$ cat src/rtl/wdt_keyed_pkg.sv
package wdt_keyed_pkg;

    typedef enum logic [1:0] {
        KS_LOCKED  = 2'd0,
        KS_ARMING  = 2'd1,
        KS_OPEN    = 2'd2,
        KS_CLOSING = 2'd3
    } key_state_e;

    localparam logic [7:0] KEY_A = 8'h1E;
    localparam logic [7:0] KEY_B = 8'hE1;

    localparam logic [1:0] ADR_CTL = 2'd0;
    localparam logic [1:0] ADR_KEY = 2'd1;
    localparam logic [1:0] ADR_STS = 2'd2;

    localparam int CTL_EN_BIT   = 7;
    localparam int CTL_CLR_BIT  = 5;
    localparam int STS_FLAG_BIT = 7;

endpackage

$ cat src/rtl/wdt_tick_sync.sv
module wdt_tick_sync #(
    parameter int STAGES = 2
) (
    input  logic clk,
    input  logic rst_n,
    input  logic tick_async,
    output logic tick_rise
);
    logic [STAGES:0] shreg;

    always_ff @(posedge clk or negedge rst_n) begin
        if (!rst_n) shreg <= '0;
        else        shreg <= {shreg[STAGES-1:0], tick_async};
    end

    assign tick_rise = shreg[STAGES-1] & ~shreg[STAGES];
endmodule

$ cat src/rtl/wdt_key_fsm.sv
module wdt_key_fsm
    import wdt_keyed_pkg::*;
(
    input  logic       clk,
    input  logic       rst_n,
    input  logic       force_lock,
    input  logic       key_wr,
    input  logic [7:0] key_byte,
    output logic       writable,
    output logic [7:0] key_q
);
    key_state_e state, state_nx;

    always_comb begin
        state_nx = state;
        if (key_wr) begin
            unique case (state)
                KS_LOCKED:  state_nx = (key_byte == KEY_A) ? KS_ARMING : KS_LOCKED;
                KS_ARMING:  state_nx = (key_byte == KEY_B) ? KS_OPEN   : KS_LOCKED;
                KS_OPEN:    state_nx = (key_byte == KEY_B) ? KS_CLOSING : KS_OPEN;
                KS_CLOSING: state_nx = (key_byte == KEY_A) ? KS_LOCKED : KS_OPEN;
            endcase
        end
    end

    always_ff @(posedge clk or negedge rst_n) begin
        if (!rst_n) begin
            state <= KS_LOCKED;
            key_q <= '0;
        end else if (force_lock) begin
            state <= KS_LOCKED;
            key_q <= '0;
        end else begin
            state <= state_nx;
            if (key_wr) key_q <= key_byte;
        end
    end

    always_comb begin
        writable = (state == KS_OPEN) || (state == KS_CLOSING);
    end
endmodule

$ cat src/rtl/wdt_core.sv
module wdt_core #(
    parameter int CNT_W      = 16,
    parameter int BASE_SHIFT = 9,
    parameter int PULSE_CYC  = 4
) (
    input  logic             clk,
    input  logic             rst_n,
    input  logic             hw_rst_n,
    input  logic             tick_rise,
    input  logic             ctl_wr,
    input  logic             writable,
    input  logic             d_en,
    input  logic             d_clr,
    input  logic [2:0]       d_ps,
    input  logic             sts_wr,
    input  logic             d_flag,
    output logic             en_q,
    output logic [2:0]       ps_q,
    output logic             flag_q,
    output logic [CNT_W-1:0] cnt_q,
    output logic             ovf,
    output logic             wdt_rst
);
    localparam int LIM_W = CNT_W + 1;
    localparam int PW    = $clog2(PULSE_CYC + 1);

    generate
        if (CNT_W < BASE_SHIFT + 7) begin : g_bad_width
            $error("wdt_core: CNT_W too small for the longest period");
        end
    endgenerate

    logic [LIM_W-1:0] limit;
    logic [CNT_W-1:0] last_val;
    logic [PW-1:0]    pulse_q;
    logic             ctl_take;

    assign limit    = LIM_W'(1) << (BASE_SHIFT + int'(ps_q));
    assign last_val = CNT_W'(limit - LIM_W'(1));
    assign ovf      = hw_rst_n && en_q && tick_rise && (cnt_q == last_val);
    assign ctl_take = ctl_wr && writable;

    always_ff @(posedge clk or negedge rst_n) begin
        if (!rst_n) begin
            en_q  <= 1'b0;
            ps_q  <= '0;
            cnt_q <= '0;
        end else if (!hw_rst_n || ovf) begin
            en_q  <= 1'b0;
            ps_q  <= '0;
            cnt_q <= '0;
        end else begin
            if (ctl_take) begin
                en_q <= d_en;
                ps_q <= d_ps;
            end
            if (ctl_take && d_clr)       cnt_q <= '0;
            else if (en_q && tick_rise)  cnt_q <= cnt_q + 1'b1;
        end
    end

    always_ff @(posedge clk or negedge rst_n) begin
        if (!rst_n)      flag_q <= 1'b0;
        else if (ovf)    flag_q <= 1'b1;
        else if (sts_wr) flag_q <= d_flag;
    end

    always_ff @(posedge clk or negedge rst_n) begin
        if (!rst_n)              pulse_q <= '0;
        else if (!hw_rst_n)      pulse_q <= '0;
        else if (ovf)            pulse_q <= PW'(PULSE_CYC);
        else if (pulse_q != '0)  pulse_q <= pulse_q - 1'b1;
    end

    assign wdt_rst = (pulse_q != '0);
endmodule

$ cat src/rtl/wdt_keyed.sv
module wdt_keyed
    import wdt_keyed_pkg::*;
#(
    parameter int CNT_W       = 16,
    parameter int BASE_SHIFT  = 9,
    parameter int PULSE_CYC   = 4,
    parameter int SYNC_STAGES = 2
) (
    input  logic       clk,
    input  logic       rst_n,
    input  logic       hw_rst_n,
    input  logic       slow_tick,
    input  logic       wr_en,
    input  logic [1:0] wr_addr,
    input  logic [7:0] wr_data,
    input  logic [1:0] rd_addr,
    output logic [7:0] rd_data,
    output logic       wdt_rst_o
);
    logic             tick_rise;
    logic             ctl_wr, key_wr, sts_wr;
    logic             writable;
    logic [7:0]       key_q;
    logic             en_q, flag_q, ovf;
    logic [2:0]       ps_q;
    logic [CNT_W-1:0] cnt_q;

    assign ctl_wr = wr_en && (wr_addr == ADR_CTL);
    assign key_wr = wr_en && (wr_addr == ADR_KEY);
    assign sts_wr = wr_en && (wr_addr == ADR_STS);

    wdt_tick_sync #(.STAGES(SYNC_STAGES)) u_sync (
        .clk(clk), .rst_n(rst_n), .tick_async(slow_tick), .tick_rise(tick_rise)
    );

    wdt_key_fsm u_key (
        .clk(clk), .rst_n(rst_n), .force_lock(!hw_rst_n || ovf),
        .key_wr(key_wr), .key_byte(wr_data),
        .writable(writable), .key_q(key_q)
    );

    wdt_core #(.CNT_W(CNT_W), .BASE_SHIFT(BASE_SHIFT), .PULSE_CYC(PULSE_CYC)) u_core (
        .clk(clk), .rst_n(rst_n), .hw_rst_n(hw_rst_n), .tick_rise(tick_rise),
        .ctl_wr(ctl_wr), .writable(writable),
        .d_en(wr_data[CTL_EN_BIT]), .d_clr(wr_data[CTL_CLR_BIT]), .d_ps(wr_data[2:0]),
        .sts_wr(sts_wr), .d_flag(wr_data[STS_FLAG_BIT]),
        .en_q(en_q), .ps_q(ps_q), .flag_q(flag_q), .cnt_q(cnt_q),
        .ovf(ovf), .wdt_rst(wdt_rst_o)
    );

    always_comb begin
        case (rd_addr)
            ADR_CTL: rd_data = {en_q, 4'b0000, ps_q};
            ADR_KEY: rd_data = key_q;
            ADR_STS: rd_data = {flag_q, 7'b0000000};
            default: rd_data = 8'h00;
        endcase
    end
endmodule

$ cat config.mk
export PLATFORM = sky130hd
export DESIGN_NAME = wdt_keyed
export DESIGN_NICKNAME = d
export VERILOG_FILES = /design/src/rtl/wdt_keyed_pkg.sv /design/src/rtl/wdt_tick_sync.sv /design/src/rtl/wdt_key_fsm.sv /design/src/rtl/wdt_core.sv /design/src/rtl/wdt_keyed.sv
export SDC_FILE = /design/constraint.sdc
export NUM_CORES = 1
export LEC_CHECK = 0
export ABC_AREA = 1
export BUFFER_PORTS_ARGS = -buffer_cell sky130_fd_sc_hd__buf_2
export CORE_MARGIN = 4
export CORE_UTILIZATION = 41
export CTS_CLUSTER_DIAMETER = 120
export DETAILED_ROUTE_END_ITERATION = 16
export PLACE_DENSITY = 0.55
export RECOVER_POWER = 100
export SLEW_MARGIN = 20
export SYNTH_ARGS = -nofsm -noshare
export SYNTH_HDL_FRONTEND = slang
export SYNTH_SLANG_ARGS = --single-unit
export TNS_END_PERCENT = 100
$ cat constraint.sdc
create_clock -name clk -period 3.1 [get_ports clk]
set_clock_uncertainty 0.15 [all_clocks]
set_input_delay 0.155 -clock clk [delete_from_list [all_inputs] [get_ports clk]]
set_output_delay 0.155 -clock clk [all_outputs]
set_load 0.1 [all_outputs]
==> impl_metrics.ini <==
[clocking]
numCtsBuffers = 5
htreeDepth = 2
cts_tree = built
numClockSinks = 37
root_buffer = clkbuf_8
clk_pin_slew_ns = 0.08
clk_latency_ns = 0.30
clockBufferDepth = 2

[min_path]
hold_path_class = in2reg

[setup_path]
rrSetupSlack_ns = 0.29
crit_required_ns = 3.12
worstSetupPathType = reg2reg
endpoint_kind = flop
cp_data_arrival_time_ns = 2.83
crit_fanout = 16
worst_setup_path_start_kind = flop

[power]
pwr-share-clk_pct = 30.5
powerDensity_mw_per_mm2 = 400
power.switching_mw = 0.380
p_comb_share_pct = 22.7
p_sw_share_pct = 34.3
p_int_mw = 0.727
pwr-share-seq_pct = 46.7
p_leak_nw = 1.34
ir_drop_v = 0.000549
total_power_mw = 1.11

[yosys]
avgSynthCellArea_um2 = 7.12
ys_seq_area_share_pct = 37.6
synth_edf_count = 0
synth_seq_cells = 37
synthTopCellsByCount = 81 x nand2_1, 54 x nor2_1, 49 x inv_1
ys_warn_count = 0
yosysTopAreaCell = dfrtp_1
synth_cell_types = 29
synth_most_common_cell = nand2_1
synth_nets = 370
netlist_area_mm2 = 0.00246
dominantRegCellSynth = dfrtp_1
synth_top_area_share_pct = 37.6
synth_top_cells_by_area = dfrtp_1 38%, nand2_1 12%, nor2_1 8.2%
syn_inst = 346
ys_async_sr_fraction_pct = 100

[final_layout]
n_antenna_cell = 0
drive_above_1_share_pct = 11.6
final_nets = 402
fin_util_pct = 48.8
fill_cells = 599
fin_area_mm2 = 0.00277
syn2layout_area_growth_pct = 12.3

[timing]
rsz0062_at_grt = true
fmax_ghz = 0.356
fin_crit_sh_pct = 90.6
hold_viol_final = 0
slew_headroom_pct = -31.8
setup_viol = 0
tns_ns = 0
worst_slew_pin_slew_ns = 1.98
fin_crit_ns = 2.81
setup_slack_ns = 0.293
drv_slew = 38

[global_route]
grt_pass1_wl_um = 9870
grt_max_degree = 38
antenna_found_initial = 0
grt_usage_pct = 16.8
grt_pass1_vias = 2060
grt-ovfl-total = 0

[place]
io_buffers = 25
place_ws_ns = 0.234
gp_congestion = 0.841
dp_hpwl_um = 4350
place_area_mm2 = 0.00266

[floorplan]
std_cell_rows = 27
fp.dieW_um = 85.5
die_area_mm2 = 0.00732
coreArea_mm2 = 0.00568
start_util_pct = 43.4
io_pins = 26
die_h_um = 85.5

[detailed_routing]
drc = 0
via_count = 2184
dr.pass1.iters = 4
ant_nets = 0
first_iter_violations = 175
wire_per_inst_um = 12.6
wl_um = 5700
avgViaCountPerCell = 4.84

[run_status]
violations = capacitance limit, slew limit
status = finished with violations

[job]
maxCapViolCount = 1
## flip-flops by register name, summed over array words and instances, names as in the netlist
name            flops
u_core.cnt_q       16
u_core.en_q         1
u_core.flag_q       1
u_core.ps_q         3
u_core.pulse_q      3
u_key.key_q         8
u_key.state         2
u_sync.shreg        3
## cell families after synthesis
group / Yosys count / synth area share [%]
DFF: 37 / 37.6
muxes: 1 / 0.406
AOI/OAI and AO/OA: 14 / 3.05
buffers and inverters: 60 / 10.3
other: 1 / 0.152
xor gates and xnor gates: 18 / 6.40
adders and majority gates: 7 / 3.55
and+or+nand+nor: 208 / 38.6
## worst max-delay path: stages (launching register included)
cell	delay (ns)
dfrtp_1	0.38
nand2_1	0.06
inv_1	0.06
ha_2	0.20
inv_1	0.07
nand2_1	0.09
nor2_2	0.14
inv_2	0.07
ha_1	0.29
inv_1	0.04
nand2_1	0.04
nand3_1	0.08
nor2_1	0.09
nand3_1	0.07
nor2_1	0.10
nand2_1	0.06
nor2_1	0.11
nand3_2	0.15
nand3_2	0.32
nor2_1	0.09
## through the flow
| stage | hold slack, ns | cells |
|---|---|---|
| 6_report | 0.0113 | 451 |
| 5_1_grt | 0.00427 | 451 |
| 4_1_cts | 0.00630 | 451 |
| 3_5_place_dp | 0.114 | 440 |
| 3_3_place_gp | 0.113 | 440 |
| 2_1_floorplan | -0.291 | 346 |
## routing by layer
layer	GRT usage (%)	wire length, µm	share of wire (%)	up-vias
met5	0	0	0	-
met1	26.0	3010	53	985
met2	23.6	2360	41	28
met4	3.45	56	0.98	0
li1	-	-	-	1164
met3	4.13	269	4.7	7
## final timing paths
check	startpoint	endpoint	cells past startpoint
worst max-delay path	u_core.ps_q[1]$_DFFE_PN0P_	u_core.cnt_q[2]$_DFFE_PN0P_	19
worst min-delay path	wr_data[2]	u_key.key_q[2]$_DFFE_PN0P_	3
worst max register to register	u_core.ps_q[1]$_DFFE_PN0P_	u_core.cnt_q[2]$_DFFE_PN0P_	19
worst min register to register	u_sync.shreg[0]$_DFF_PN0_	u_sync.shreg[1]$_DFF_PN0_	0
max in group asynchronous	rst_n	u_core.ps_q[1]$_DFFE_PN0P_	2
min in group asynchronous	rst_n	u_core.cnt_q[1]$_DFFE_PN0P_	2
## power groups by stage
stage          combinational, mW  sequential, mW  clock [mW]
5_1_grt                    0.284           0.520       0.375
3_5_place_dp               0.254           0.527           0
3_3_place_gp               0.251           0.526           0
2_1_floorplan              0.196           0.524           0
6_report                   0.252           0.517       0.338
4_1_cts                    0.258           0.517       0.348
## cell type report
class	instances	area, µm²	area share (%)
clock buffer	5	68.8	2.49
clock inverter	3	17.5	0.633
inverter	52	195	7.05
multi-input combinational	249	1290	46.5
sequential	37	926	33.4
tap	72	90.1	3.25
timing repair buffer	33	184	6.64
## layout by cell type (no fill, tap or decap)
master         synthesis  final
a21boi_0               1      1
a21oi_1                1      1
buf_2                  2     15
buf_4                  2      4
buf_6                  1      1
clkbuf_1               2     10
clkbuf_8               0      5
clkinv_2               0      2
clkinvlp_4             0      1
conb_1                 1      1
dfrtp_1               37     37
dlygate4sd3_1          0      3
ha_1                   7      6
ha_2                   0      1
inv_1                 49     49
inv_2                  3      3
mux2i_1                1      1
nand2_1               81     81
nand2_2                2      2
nand2_4                2      2
nand3_1               26     26
nand3_2                3      3
nand3b_1               1      1
nand4_1               23     23
nor2_1                54     54
nor2_2                 3      3
nor2_4                 2      2
nor3_1                10     10
nor4_1                 1      1
o21ai_0               11     11
o31ai_1                1      1
xnor2_1                1      1
xor2_1                17     17
## repair_timing
action	CTS	global route
resized for setup	0	2
hold buffers	3	0
setup endpoints to repair	0	25
endpoints found under the hold margin	40	0
buffers inserted	0	0
(Power assumes the default switching activity.)
